File: config.mk
export PLATFORM = sky130hd
export DESIGN_NAME = dbus_bist
export DESIGN_NICKNAME = d
export VERILOG_FILES = /design/src/rtl/dbus_bist_pkg.sv /design/src/rtl/dbus_bist_patgen.sv /design/src/rtl/dbus_bist_ctrl.sv /design/src/rtl/dbus_bist_cap.sv /design/src/rtl/dbus_bist.sv
export SDC_FILE = /design/constraint.sdc
export NUM_CORES = 1
export LEC_CHECK = 0
export ABC_AREA = 1
export BUFFER_PORTS_ARGS = -buffer_cell sky130_fd_sc_hd__buf_2
export CAP_MARGIN = 0
export CORE_AREA = 2 2 191 193
export DETAILED_ROUTE_END_ITERATION = 8
export DIE_AREA = 0 0 193 195
export PLACE_DENSITY_LB_ADDON = 0.3
export SLEW_MARGIN = 20
export SYNTH_ARGS = -nofsm -noshare
export SYNTH_HDL_FRONTEND = slang
export SYNTH_SLANG_ARGS = --single-unit
File: constraint.sdc
create_clock -name clk_i -period 8.55 [get_ports clk_i]
set_input_delay 1.71 -clock clk_i [delete_from_list [all_inputs] [get_ports clk_i]]
set_output_delay 1.71 -clock clk_i [all_outputs]
set_load 0.02 [all_outputs]
File: src/rtl/dbus_bist_pkg.sv
package dbus_bist_pkg;
  typedef enum logic [2:0] {
    ST_IDLE,
    ST_WR_PAT,
    ST_WR_DECOY,
    ST_RD_REQ,
    ST_RD_WAIT
  } bist_st_e;

  localparam logic [63:0] DECOY_WORD = 64'h0123_4567_89AB_CDEF;
endpackage

File: src/rtl/dbus_bist_patgen.sv
module dbus_bist_patgen #(
  parameter int DATA_W   = 64,
  parameter int NUM_BASE = $clog2(DATA_W),
  parameter int NUM_PAT  = 2 * NUM_BASE,
  parameter int IDX_W    = $clog2(NUM_PAT)
) (
  input  logic [IDX_W-1:0]  idx_i,
  output logic [DATA_W-1:0] pat_o
);
  logic [DATA_W-1:0] base_tbl [NUM_BASE];

  // base g: bit b set when bit g of b is 1 -> blocks of 2^g alternate
  for (genvar g = 0; g < NUM_BASE; g++) begin : g_base
    for (genvar b = 0; b < DATA_W; b++) begin : g_bit
      assign base_tbl[g][b] = ((b / (1 << g)) % 2) == 1;
    end
  end

  always_comb begin
    int i;
    i = int'(idx_i);
    pat_o = '0;
    if (i < NUM_BASE)
      pat_o = base_tbl[i];
    else if (i < NUM_PAT)
      pat_o = ~base_tbl[NUM_PAT-1-i];
  end
endmodule

File: src/rtl/dbus_bist_ctrl.sv
module dbus_bist_ctrl
  import dbus_bist_pkg::*;
#(
  parameter int          ADDR_W  = 16,
  parameter int          DATA_W  = 64,
  parameter int          NUM_PAT = 12,
  parameter int          IDX_W   = $clog2(NUM_PAT),
  parameter logic [63:0] DECOY   = DECOY_WORD
) (
  input  logic              clk_i,
  input  logic              rst_ni,
  input  logic              start_i,
  input  logic [ADDR_W-1:0] base_i,
  input  logic [DATA_W-1:0] pat_i,
  output logic [IDX_W-1:0]  idx_o,
  output logic              clr_o,
  output logic              cmp_vld_o,
  output logic              busy_o,
  output logic              done_o,
  output logic              mem_req_o,
  output logic              mem_we_o,
  output logic [ADDR_W-1:0] mem_addr_o,
  output logic [DATA_W-1:0] mem_wdata_o,
  input  logic              mem_rvalid_i
);
  localparam logic [DATA_W-1:0] DECOY_W = DECOY[DATA_W-1:0];
  localparam logic [IDX_W-1:0]  LAST_IDX = IDX_W'(NUM_PAT - 1);

  bist_st_e          st_q, st_d;
  logic [IDX_W-1:0]  idx_q, idx_d;
  logic [ADDR_W-1:0] base_q;
  logic              done_q;
  logic              accept;
  logic              last_rsp;

  assign accept    = start_i && (st_q == ST_IDLE);
  assign cmp_vld_o = (st_q == ST_RD_WAIT) && mem_rvalid_i;
  assign last_rsp  = cmp_vld_o && (idx_q == LAST_IDX);

  always_comb begin
    st_d  = st_q;
    idx_d = idx_q;
    unique case (st_q)
      ST_IDLE:     if (accept) begin
                     st_d  = ST_WR_PAT;
                     idx_d = '0;
                   end
      ST_WR_PAT:   st_d = ST_WR_DECOY;
      ST_WR_DECOY: st_d = ST_RD_REQ;
      ST_RD_REQ:   st_d = ST_RD_WAIT;
      ST_RD_WAIT:  if (cmp_vld_o) begin
                     if (last_rsp) st_d = ST_IDLE;
                     else begin
                       st_d  = ST_WR_PAT;
                       idx_d = idx_q + 1'b1;
                     end
                   end
      default:     st_d = ST_IDLE;
    endcase
  end

  always_ff @(posedge clk_i or negedge rst_ni) begin
    if (!rst_ni) begin
      st_q   <= ST_IDLE;
      idx_q  <= '0;
      base_q <= '0;
      done_q <= 1'b0;
    end else begin
      st_q   <= st_d;
      idx_q  <= idx_d;
      done_q <= last_rsp;
      if (accept) base_q <= base_i;
    end
  end

  always_comb begin
    mem_req_o   = 1'b0;
    mem_we_o    = 1'b0;
    mem_addr_o  = base_q;
    mem_wdata_o = '0;
    unique case (st_q)
      ST_WR_PAT: begin
        mem_req_o   = 1'b1;
        mem_we_o    = 1'b1;
        mem_wdata_o = pat_i;
      end
      ST_WR_DECOY: begin
        mem_req_o   = 1'b1;
        mem_we_o    = 1'b1;
        mem_addr_o  = base_q + ADDR_W'(1);
        mem_wdata_o = DECOY_W;
      end
      ST_RD_REQ: mem_req_o = 1'b1;
      default: ;
    endcase
  end

  assign idx_o  = idx_q;
  assign clr_o  = accept;
  assign busy_o = (st_q != ST_IDLE);
  assign done_o = done_q;


  decoy_after_pat_chk: assert property (@(posedge clk_i) disable iff (!rst_ni)
    (st_q == ST_WR_PAT) |=> (mem_req_o && mem_we_o && mem_wdata_o == DECOY_W &&
                             mem_addr_o == $past(mem_addr_o) + ADDR_W'(1)));

  one_read_chk: assert property (@(posedge clk_i) disable iff (!rst_ni)
    (mem_req_o && !mem_we_o) |=> !mem_req_o);

  done_pulse_chk: assert property (@(posedge clk_i) disable iff (!rst_ni)
    done_o |=> !done_o);

  start_busy_chk: assert property (@(posedge clk_i) disable iff (!rst_ni)
    (busy_o && start_i && !cmp_vld_o) |=> busy_o && $stable(base_q));
endmodule

File: src/rtl/dbus_bist_cap.sv
module dbus_bist_cap #(
  parameter int DATA_W = 64,
  parameter int IDX_W  = 4
) (
  input  logic              clk_i,
  input  logic              rst_ni,
  input  logic              clr_i,
  input  logic              cmp_vld_i,
  input  logic [IDX_W-1:0]  idx_i,
  input  logic [DATA_W-1:0] exp_i,
  input  logic [DATA_W-1:0] got_i,
  output logic              fail_o,
  output logic [IDX_W-1:0]  fail_idx_o,
  output logic [DATA_W-1:0] fail_exp_o,
  output logic [DATA_W-1:0] fail_got_o
);
  logic              fail_q;
  logic [IDX_W-1:0]  idx_q;
  logic [DATA_W-1:0] exp_q, got_q;
  logic              miss;

  assign miss = cmp_vld_i && (got_i != exp_i);

  always_ff @(posedge clk_i or negedge rst_ni) begin
    if (!rst_ni) begin
      fail_q <= 1'b0;
      idx_q  <= '0;
      exp_q  <= '0;
      got_q  <= '0;
    end else if (clr_i) begin
      fail_q <= 1'b0;
      idx_q  <= '0;
      exp_q  <= '0;
      got_q  <= '0;
    end else if (miss && !fail_q) begin
      fail_q <= 1'b1;
      idx_q  <= idx_i;
      exp_q  <= exp_i;
      got_q  <= got_i;
    end
  end

  assign fail_o     = fail_q;
  assign fail_idx_o = idx_q;
  assign fail_exp_o = exp_q;
  assign fail_got_o = got_q;


  fail_sticky_chk: assert property (@(posedge clk_i) disable iff (!rst_ni)
    (fail_q && !clr_i) |=> fail_q);

  cap_hold_chk: assert property (@(posedge clk_i) disable iff (!rst_ni)
    (fail_q && !clr_i) |=> ($stable(got_q) && $stable(exp_q) && $stable(idx_q)));
endmodule

File: src/rtl/dbus_bist.sv
module dbus_bist
  import dbus_bist_pkg::*;
#(
  parameter int          ADDR_W   = 16,
  parameter int          DATA_W   = 64,
  parameter logic [63:0] DECOY    = DECOY_WORD,
  parameter int          NUM_BASE = $clog2(DATA_W),
  parameter int          NUM_PAT  = 2 * NUM_BASE,
  parameter int          IDX_W    = $clog2(NUM_PAT)
) (
  input  logic              clk_i,
  input  logic              rst_ni,
  input  logic              start_i,
  input  logic [ADDR_W-1:0] base_i,
  output logic              busy_o,
  output logic              done_o,
  output logic              fail_o,
  output logic [IDX_W-1:0]  fail_idx_o,
  output logic [DATA_W-1:0] fail_exp_o,
  output logic [DATA_W-1:0] fail_got_o,
  output logic              mem_req_o,
  output logic              mem_we_o,
  output logic [ADDR_W-1:0] mem_addr_o,
  output logic [DATA_W-1:0] mem_wdata_o,
  input  logic [DATA_W-1:0] mem_rdata_i,
  input  logic              mem_rvalid_i
);
  logic [IDX_W-1:0]  idx;
  logic [DATA_W-1:0] pat;
  logic              clr, cmp_vld;

  dbus_bist_patgen #(
    .DATA_W(DATA_W), .NUM_BASE(NUM_BASE), .NUM_PAT(NUM_PAT), .IDX_W(IDX_W)
  ) u_patgen (
    .idx_i(idx),
    .pat_o(pat)
  );

  dbus_bist_ctrl #(
    .ADDR_W(ADDR_W), .DATA_W(DATA_W), .NUM_PAT(NUM_PAT), .IDX_W(IDX_W), .DECOY(DECOY)
  ) u_ctrl (
    .clk_i       (clk_i),
    .rst_ni      (rst_ni),
    .start_i     (start_i),
    .base_i      (base_i),
    .pat_i       (pat),
    .idx_o       (idx),
    .clr_o       (clr),
    .cmp_vld_o   (cmp_vld),
    .busy_o      (busy_o),
    .done_o      (done_o),
    .mem_req_o   (mem_req_o),
    .mem_we_o    (mem_we_o),
    .mem_addr_o  (mem_addr_o),
    .mem_wdata_o (mem_wdata_o),
    .mem_rvalid_i(mem_rvalid_i)
  );

  dbus_bist_cap #(.DATA_W(DATA_W), .IDX_W(IDX_W)) u_cap (
    .clk_i     (clk_i),
    .rst_ni    (rst_ni),
    .clr_i     (clr),
    .cmp_vld_i (cmp_vld),
    .idx_i     (idx),
    .exp_i     (pat),
    .got_i     (mem_rdata_i),
    .fail_o    (fail_o),
    .fail_idx_o(fail_idx_o),
    .fail_exp_o(fail_exp_o),
    .fail_got_o(fail_got_o)
  );


  idle_quiet_chk: assert property (@(posedge clk_i) disable iff (!rst_ni)
    !busy_o |-> !mem_req_o);
endmodule

# --- Word level (Yosys, flattened, before mapping) ---
# Memories as Yosys holds them, arrays and structs flattened.
# Cells that the tools add are included.
op_classes:
  n_addsub: 3
  n_mul: 0
  div_mod_pow: 0
  order_cmp: 4
  eq_ne: 9
  shifts: 0
  n_mux: 26
  n_bitwise: 3
  reduce_logical: 14
op_table:
  columns: ["cell", "count"]
  rows:
  - ["$mux W64", 10]
  - ["$pmux W64 S2", 1]
  - ["$ge A32 B4 Y1 const B", 2]
  - ["$ne A64 B64 Y1", 1]
  - ["$not A64 Y64", 1]
  - ["$not A32 Y32", 1]
  - ["$not A4 Y32", 1]
  - ["$mux W4", 5]
  - ["$add A16 B1 Y16 const B", 1]
  - ["$mux W16", 1]
  - ["$pmux W3 S5", 1]
  - ["$pmux W4 S2", 1]
  - ["$eq A3 B2 Y1 const B", 2]
  - ["$mux W3", 2]
  - ["$logic_and A1 B1 Y1", 5]
  - ["$mux W1", 5]
  - ["$sub A4 B4 Y5 const A", 1]
  - ["$add A4 B1 Y4 const B", 1]
  - ["$eq A4 B4 Y1 const B", 1]
  - ["$lt A4 B3 Y1 const B", 1]
  - ["$lt A4 B4 Y1 const B", 1]
  - ["$ne A2 B2 Y1 const B", 2]
  - ["$reduce_and A4 Y1", 1]
  - ["$reduce_bool A2 Y1", 2]
  - ["9 further kinds", 9]
word_totals:
  reg_bits: 157
  latchBits: 0
  ram_bits: 0
  mem_bits_ro: 1024
  in_bits: 84
  wordCells: 69
  mem_count: 2
mem_list:
  columns: ["memory", "depth", "width", "read_ports", "rd_ports_with_merged_regs", "write_ports", "line_no", "source"]
  rows:
  - ["(no name shown)", 8, 64, 1, 0, 0, "dbus_bist_patgen.sv:24", "pat_o = base_tbl[i];"]
  - ["(no name shown)", 8, 64, 1, 0, 0, "dbus_bist_patgen.sv:26", "pat_o = ~base_tbl[NUM_PAT-1-i];"]

# --- Logic depth before layout (Yosys ltp) ---
# Gate-level depths: netlist of run 1.
depth:
  word_depth: 13
  ltp_mapped: 22
  depth_no_buf: 19

# --- Hierarchy ---
# From an unflattened synthesis of run 1, not the netlist that was laid out.
unflattened:
  cells_unflattened: 1643
  hier_area_um2: 10456.3
by_module_without_submodules:
  columns: ["mod", "instances", "cells_each", "area_each_um2", "seq_area_each_um2"]
  rows:
  - ["dbus_bist_cap", 1, 1091, 7169.4, 3328.2]
  - ["dbus_bist_ctrl", 1, 309, 2021.9, 600.6]
  - ["dbus_bist_patgen", 1, 243, 1265.0, 0.0]

# --- Worst setup path after synthesis of run 1 ---
# OpenSTA, ideal clock, no wires.
synth_timing:
  path_type: "register to output"
  startpoint: "register u_ctrl.st_q[0]"
  endpoint: "output port mem_addr_o[15]"
  arrival_ns: 2.057
  required_time_ns: 6.840
  setup_slack_ns: 4.783
  path_stages_with_launch: 11
  cell_sequence: "dfrtp_1 > nor2_1 > inv_1 > nor2_1 > inv_1 > nor2_1 > nand4_1 > nor2_1 > nand2_1 > nor3b_1 > xor2_1"
synth_between:
  elab_chain_len: 2
synth_lines:
  columns: ["item", "line_no", "source"]
  rows:
  - ["start, declared", "dbus_bist_ctrl.sv:29", "bist_st_e st_q, st_d;"]
  - ["start signal, assigned", "dbus_bist_ctrl.sv:69", "st_q <= st_d;"]
  - ["$eq A3 B2 Y1", "dbus_bist_ctrl.sv:81", "unique case (st_q)"]
  - ["$mux W16", "dbus_bist_ctrl.sv:81", null]
  - ["end, declared", "dbus_bist.sv:23", "output logic [ADDR_W-1:0] mem_addr_o,"]
# Every way passes these cells.

# --- Worst setup path after layout of run 1 ---
layout_timing:
  startpoint: "register u_ctrl.idx_q[2] (netlist: u_ctrl.idx_o[2])"
  endpoint: "register u_cap.got_q[6] (netlist: u_cap.fail_got_o[6])"
layout_between:
  elab_chain_len: 12
  word_cells_on_any_way: 18
  cone_classes: "add/sub: 1; order compare: 2; eq/ne: 1; mux: 6; bitwise: 3; reduce/logical: 3; memory: 2"
layout_lines:
  columns: ["item", "line_no", "source"]
  rows:
  - ["start, declared", "dbus_bist_ctrl.sv:30", "logic [IDX_W-1:0] idx_q, idx_d;"]
  - ["start signal, assigned", "dbus_bist_ctrl.sv:70", "idx_q <= idx_d;"]
  - ["$sub A4 B4 Y5", "dbus_bist_patgen.sv:26", null]
  - ["$not A32 Y32 (implied by the code)", "dbus_bist_patgen.sv:26", null]
  - ["$mem_v2 Z8 W64", null, null]
  - ["$mux W64 (implied by the code) (2 in series)", "dbus_bist_patgen.sv:26", null]
  - ["$not A64 Y64", "dbus_bist_patgen.sv:26", null]
  - ["$mux W64", "dbus_bist_patgen.sv:25", "else if (i < NUM_PAT)"]
  - ["$mux W64 *", "dbus_bist_patgen.sv:23", "if (i < NUM_BASE)"]
  - ["$ne A64 B64 Y1 *", "dbus_bist_cap.sv:22", "assign miss = cmp_vld_i && (got_i != exp_i);"]
  - ["$logic_and A1 B1 Y1 *", "dbus_bist_cap.sv:22", null]
  - ["$logic_and A1 B1 Y1 *", "dbus_bist_cap.sv:35", "end else if (miss && !fail_q) begin"]
  - ["$reduce_bool A2 Y1 (no line) *", null, null]
  - ["end signal, assigned", "dbus_bist_cap.sv:39", "got_q <= got_i;"]
  - ["end, declared", "dbus_bist_cap.sv:19", "logic [DATA_W-1:0] exp_q, got_q;"]
# Mark *: on every way between the ends. The rest lies on a longest branch, timed or not. The select of a mux whose other input is x is not followed.
# A chain may end at the register's enable or synchronous reset.

==> results.sh, run 1 <==
export IMPL_status="completed"
export IMPL_synth_adder_area_share_pct=2.41
export IMPL_synthTopCellsByArea="dfrtp_1, nand2_1, nand3_1"
export IMPL_crit_required_ns=8.93
export IMPL_cp_top_family="simple AND/OR/NAND/NOR gates"
export IMPL_cp_num_buf_inv=3
export IMPL_fin_setup_tns_ns=0
export IMPL_synth_compound_area_share_pct=3.32
export IMPL_via_per_inst=5.06
export IMPL_cts_path_max_buffers=2
export IMPL_fp_row_count=69
export IMPL_peakVddDrop_v=0.000238
export IMPL_hold_path_class="flop to flop"
export IMPL_ys_seq_area_share_pct=39.8
export IMPL_nFillCells=3893
export IMPL_die_h_um=195
export IMPL_crit_top_cell="nand2_1"
export IMPL_overflow=0
export IMPL_place_hpwl_um=32200
export IMPL_antenna_found_initial=1
export IMPL_async_reset_ff_share_pct=100
export IMPL_core_area_um2=35400
export IMPL_drv_cap=0
export IMPL_syn_area_per_cell_um2=6.86
export IMPL_cp_end_kind="flop"
export IMPL_cp_slowest_stage_delay_ns=0.91
export IMPL_final_nets=1775
export IMPL_yosysMostFrequentCell="nand2_1"
export IMPL_synth_xor_area_share_pct=1.42
export IMPL_gp_congestion=0.919
export IMPL_hold_buffers=0
export IMPL_syn_nets=1542
export IMPL_postCtsResizedCells=0
export IMPL_via_count=10900
export IMPL_drc=0
export IMPL_worst_pin_slew_ns=1.05
export IMPL_die_w_um=193
export IMPL_path_max_fanout=55
export IMPL_max_freq_ghz=0.175
export IMPL_cts_root_buf="clkbuf_16"
export IMPL_startpoint_type="flop"
export IMPL_cts_tree="built"
export IMPL_slew_headroom_pct=30.0
export IMPL_drt_wirelength_per_cell_um=20.3
export IMPL_multi_input_area_um2=5080
export IMPL_yosysTopAreaCell="dfrtp_1"
export IMPL_htree_levels=4
export IMPL_syn_cell_area_um2=9870
export IMPL_cts_setup_buffers=0
export IMPL_clock_sinks=157
export IMPL_synth_top_family_by_area="simple AND/OR/NAND/NOR gates"
export IMPL_insertion_delay_ns=0.46
export IMPL_clk_pin_slew_worst_paths_ns=0.07
export IMPL_synth_main_ff_cell="dfrtp_1"
export IMPL_regArea_um2=3930
export IMPL_ys_ff_latch=157
export IMPL_syn2layout_area_growth_pct=23.4
export IMPL_grt_pass1_wl_um=63800
export IMPL_port_buffers=300
export IMPL_placed_cells_incl_taps=2114
export IMPL_yosysUniqueCellTypes=31
export IMPL_synth_warnings=0
export IMPL_hold_viol_final=0
export IMPL_track_usage_pct=22.8
export IMPL_layout_min_cycle_time_ns=5.70
export IMPL_syn_inst=1439
export IMPL_worstPathArrival_ns=6.09
export IMPL_yosys_area_share_simple_pct=44.1
export IMPL_grt_pass1_vias=10100
export IMPL_synth_commonest_cells="nand2_1, nand3_1, dfrtp_1"
export IMPL_synth_top_area_share_pct=39.8
export IMPL_setup_viol=0
export IMPL_initial_core_util_pct=27.9
export IMPL_drt_iter0_drc=923
export IMPL_post_route_period_util_pct=66.7
export IMPL_rsz0062_at_grt="no"
export IMPL_crit_type="flop to flop"
export IMPL_synth_edff_count=0
export IMPL_grt_max_degree=91
export IMPL_crit_slowest_cell="dfrtp_1"
export IMPL_skew_ns=0.0128
export IMPL_wl_um=43600
export IMPL_stdcell_count=2147
export IMPL_drive_gt1_share_pct=21.7
export IMPL_io_pins=301
export IMPL_powerDensity_nw_per_um2=333
export IMPL_dr_pass1_iters=5
export IMPL_synthMuxAreaShare_pct=0
export IMPL_r2r_setup_slack_ns=2.85
export IMPL_report_final_slew_viol_count=0
export IMPL_cts_made_buffers=17
export IMPL_power_leakage_nw=7.32
export IMPL_die_area_um2=37600
export IMPL_crit_chain="nand2_2 > nand2_2 > buf_4 > nand2_1 > inv_2 > nand2_1 > nand3_1 > nand3_1 > nor2_1 > nand2_1 > nor2_1 > nand3_4 > nand2_4 > buf_4 > nand3_1 > nand2_1"
export IMPL_postRouteAntennaNets=0
## kinds of logic (layout without fill, tap and decap cells)
logic type,Yosys count,after routing
AO/OA/AOI/OAI,64,64
XOR/XNOR,16,16
adder cells (fa/ha/maj),19,19
buffers and inverters,198,444
flip-flops,157,157
other,0,1
AND/OR/NAND/NOR,985,985
## routing by layer
layer  vias to the layer above  share of wire (%)  track usage [%]
met3                        53                7.3             4.62
met2                       417                 43             33.3
met1                      5229                 47             32.9
met4                         0                2.8             8.47
li1                       5158                  -                -
met5                         -                  0                0
## state kept, by name, indices dropped and copies added (netlist names)
signal            cells
u_cap.fail_o          1
u_cap.fail_exp_o     64
u_ctrl.idx_o          4
u_ctrl.base_q        16
u_cap.fail_got_o     64
u_cap.fail_idx_o      4
u_ctrl.done_o         1
u_ctrl.st_q           3
## final timing paths
path / start / endpoint / cells after the start
min in group asynchronous: rst_ni / u_cap.fail_got_o[58] / 1
min reg2reg: u_cap.fail_got_o[7] / u_cap.fail_got_o[7] / 2
max in group asynchronous: rst_ni / u_cap.fail_exp_o[13] / 2
max: u_ctrl.idx_o[2] / u_cap.fail_got_o[6] / 16
max reg2reg: u_ctrl.idx_o[2] / u_cap.fail_got_o[6] / 16
min: u_cap.fail_got_o[7] / u_cap.fail_got_o[7] / 2
## per-stage QoR
| step | setup slack (ns) | hold slack (ns) | util [%] | cell area (um^2) | power, mW |
|---|---|---|---|---|---|
| 3_3_place_gp | 3.20 | 0.475 | 32.7 | 11600 | 3.25 |
| 5_1_grt | 2.53 | 0.515 | 34.4 | 12200 | 4.32 |
| 2_1_floorplan | 4.78 | 0.461 | - | 9870 | 2.43 |
| 4_1_cts | 3.04 | 0.498 | 34.4 | 12200 | 4.08 |
| 6_report | 2.85 | 0.494 | 34.4 | 12200 | 4.06 |
| 3_5_place_dp | 3.04 | 0.482 | 32.7 | 11600 | 3.25 |
## layout by cell type (no fill, tap or decap), types with 2 or more instances in the layout
cell        count
nor4_1          2
o21ai_0        41
nand2_1       509
nand2_2         5
nor3b_1         2
nand4_1        58
ha_1           19
inv_1          89
o21ai_1        12
nor2_2          2
inv_2           7
a21oi_1         8
clkinvlp_4      3
xnor2_1         5
or2_2           2
buf_2         299
xor2_1         11
nand3b_1       22
bufinv_16       3
clkinv_2        2
inv_4           2
buf_4          12
inv_6           4
dfrtp_1       157
clkbuf_8        2
clkinv_1        2
nand3_1       300
nor2_1         78
clkbuf_16      17
## cell type report
cell class,count,area share (%)
Multi-Input combinational cell,1084,41.7
Timing Repair Buffer,312,13.1
Tap cell,461,4.74
Clock buffer,20,3.75
Antenna cell,1,0.0205
Sequential cell,157,32.3
Inverter,100,3.12
Clock inverter,12,1.29
## worst min-delay path, cell delays in order, from the launching register on
cell and delay [ns]:
dfrtp_1 0.34, nand3_1 0.07, nand2_1 0.05
## power breakdown
part / leakage, nW / internal [mW] / switching, mW / total, mW
Clock: 0.294 / 0.477 / 0.342 / 0.819
Combinational: 4.89 / 0.579 / 1.52 / 2.10
Sequential: 2.14 / 0.972 / 0.168 / 1.14
Total: 7.32 / 2.03 / 2.03 / 4.06
Note: power is estimated with default switching activity, not from simulation.
==> run 2, diff against run 1 <==
==> constraint.sdc (replaced) <==
create_clock -name clk_i -period 4.6 [get_ports clk_i]
set_input_delay 0.92 -clock clk_i [delete_from_list [all_inputs] [get_ports clk_i]]
set_output_delay 0.92 -clock clk_i [all_outputs]
set_load 0.02 [all_outputs]
==> results.sh, run 2 (synthesized netlist as in run 1, its figures left out) <==
export IMPL_postRouteAntennaNets=0
export IMPL_die_w_um=193
export IMPL_busiest_layer="met2"
export IMPL_combinationalPowerShare_pct=52.8
export IMPL_die_area_um2=37600
export IMPL_p_int_mw=3.81
export IMPL_drc=0
export IMPL_final_common_cell="nand2_1"
export IMPL_gp_congestion=0.946
export IMPL_seqPwrFrac_pct=27.4
export IMPL_place_hpwl_um=32600
export IMPL_rsz0062_at_grt="no"
export IMPL_fp_row_count=69
export IMPL_dr_pass1_iters=5
export IMPL_grt_use_met1_pct=33.8
export IMPL_cts_setup_buffers=0
export IMPL_core_area_um2=35400
export IMPL_skew_ns=0.0113
export IMPL_drv_cap=0
export IMPL_htree_levels=4
export IMPL_io_pins=301
export IMPL_fin_setup_tns_ns=0
export IMPL_initial_core_util_pct=27.9
export IMPL_clock_sinks=157
export IMPL_post_route_period_util_pct=85.6
export IMPL_wl_um=44300
export IMPL_cts_path_max_buffers=2
export IMPL_final_nets=1791
export IMPL_layout_min_cycle_time_ns=3.94
export IMPL_crit_type="flop to output port"
export IMPL_powerDensity_nw_per_um2=615
export IMPL_drt_wirelength_per_cell_um=20.5
export IMPL_power_leakage_nw=7.45
export IMPL_track_usage_pct=23.2
export IMPL_met3_usage_pct=4.33
export IMPL_hold_path_class="flop to flop"
export IMPL_pwr_share_clk_pct=19.7
export IMPL_grt_max_degree=133
export IMPL_worstPathArrival_ns=3.02
export IMPL_crit_required_ns=3.68
export IMPL_port_buffers=300
export IMPL_cts_made_buffers=17
export IMPL_peakVddDrop_v=0.000300
export IMPL_syn2layout_area_growth_pct=25.5
export IMPL_insertion_delay_ns=0.45
export IMPL_cts_tree="built"
export IMPL_final_cell_mix="nand2_1, nand3_1, buf_2, dfrtp_1, inv_1"
export IMPL_die_h_um=195
export IMPL_status="completed"
export IMPL_hold_buffers=0
export IMPL_drive_gt1_share_pct=22.5
export IMPL_overflow=0
export IMPL_hold_viol_final=0
export IMPL_switching_share_pct=50.0
export IMPL_max_freq_ghz=0.254
export IMPL_layout_setup_ws_ns=0.663
export IMPL_drt_iter0_drc=1034
export IMPL_via_per_inst=5.06
export IMPL_slew_headroom_pct=33.7
export IMPL_postCtsResizedCells=0
export IMPL_pre_cts_ws_ns=1.07
export IMPL_antenna_found_initial=0
export IMPL_antennaDiodeCount=0
export IMPL_worst_pin_slew_ns=0.994
export IMPL_grt_pass1_vias=10200
export IMPL_clk_pin_slew_worst_paths_ns=0.06
export IMPL_cts_root_buf="clkbuf_16"
export IMPL_path_max_fanout=12
export IMPL_setup_viol=0
export IMPL_startpoint_type="flop"
export IMPL_grt_pass1_wl_um=65400
export IMPL_report_final_slew_viol_count=0
export IMPL_cp_end_kind="output port"
export IMPL_via_count=10900
export IMPL_use_met2_pct=35.1
export IMPL_switchingPower_mw=3.81
[run 2: routing by layer]
metal / wire (um) / part of all wire [%] / vias up
li1: - / - / 5189
met1: 20500 / 46 / 5293
met2: 19900 / 45 / 428
met3: 3290 / 7.4 / 29
met4: 654 / 1.5 / 0
met5: 0 / 0 / -
[run 2: critical path, stage by stage (launching register included)]
cell and delay [ns]:
dfrtp_1 0.51, buf_4 0.27, nand2_1 0.42, nand2_1 0.25
o21ai_1 0.37, nand2_1 0.12, o21ai_0 0.37, buf_2 0.25
[run 2: worst paths after layout]
path                                           start              endpoint  slack, ns  cells after the start
worst max-delay path                 u_ctrl.idx_o[2]       mem_wdata_o[46]       0.66                      7
worst min-delay path            u_cap.fail_exp_o[17]  u_cap.fail_exp_o[17]       0.49                      2
worst max register to register       u_ctrl.idx_o[1]   u_cap.fail_exp_o[1]       0.99                     16
worst min register to register  u_cap.fail_exp_o[17]  u_cap.fail_exp_o[17]       0.49                      2
max in group asynchronous                     rst_ni  u_cap.fail_got_o[30]       3.09                      2
min in group asynchronous                     rst_ni  u_cap.fail_got_o[57]       0.58                      1
[run 2: stage by stage]
| stage | instance area [um^2] | std cells | hold WS, ns | utilization (%) | total power, mW |
|---|---|---|---|---|---|
| 5_1_grt | 12400 | 2162 | 0.513 | 35.0 | 8.11 |
| 3_3_place_gp | 11800 | 2130 | 0.474 | 33.3 | 6.12 |
| 6_report | 12400 | 2162 | 0.490 | 35.0 | 7.62 |
| 4_1_cts | 12400 | 2162 | 0.496 | 35.0 | 7.68 |
| 3_5_place_dp | 11800 | 2130 | 0.481 | 33.3 | 6.14 |
| 2_1_floorplan | 9870 | 1439 | 0.461 | - | 4.52 |
[run 2: power by group through the flow]
stage | combinational [mW] | clock (mW) | sequential (mW)
after floorplan | 2.02 | 0 | 2.50
after global placement | 4.03 | 0 | 2.10
after detailed placement | 4.03 | 0 | 2.11
after CTS | 4.04 | 1.55 | 2.09
after global routing | 4.35 | 1.61 | 2.14
final | 4.03 | 1.51 | 2.09
[run 2: final cells by class]
type,count,area (um^2)
clock inverters,13,163
clock buffers,19,443
repair buffers,328,1820
inverters,100,380
fillers,3924,23000
multi-input cells,1084,5080
well taps,461,577
flip-flops and latches,157,3930
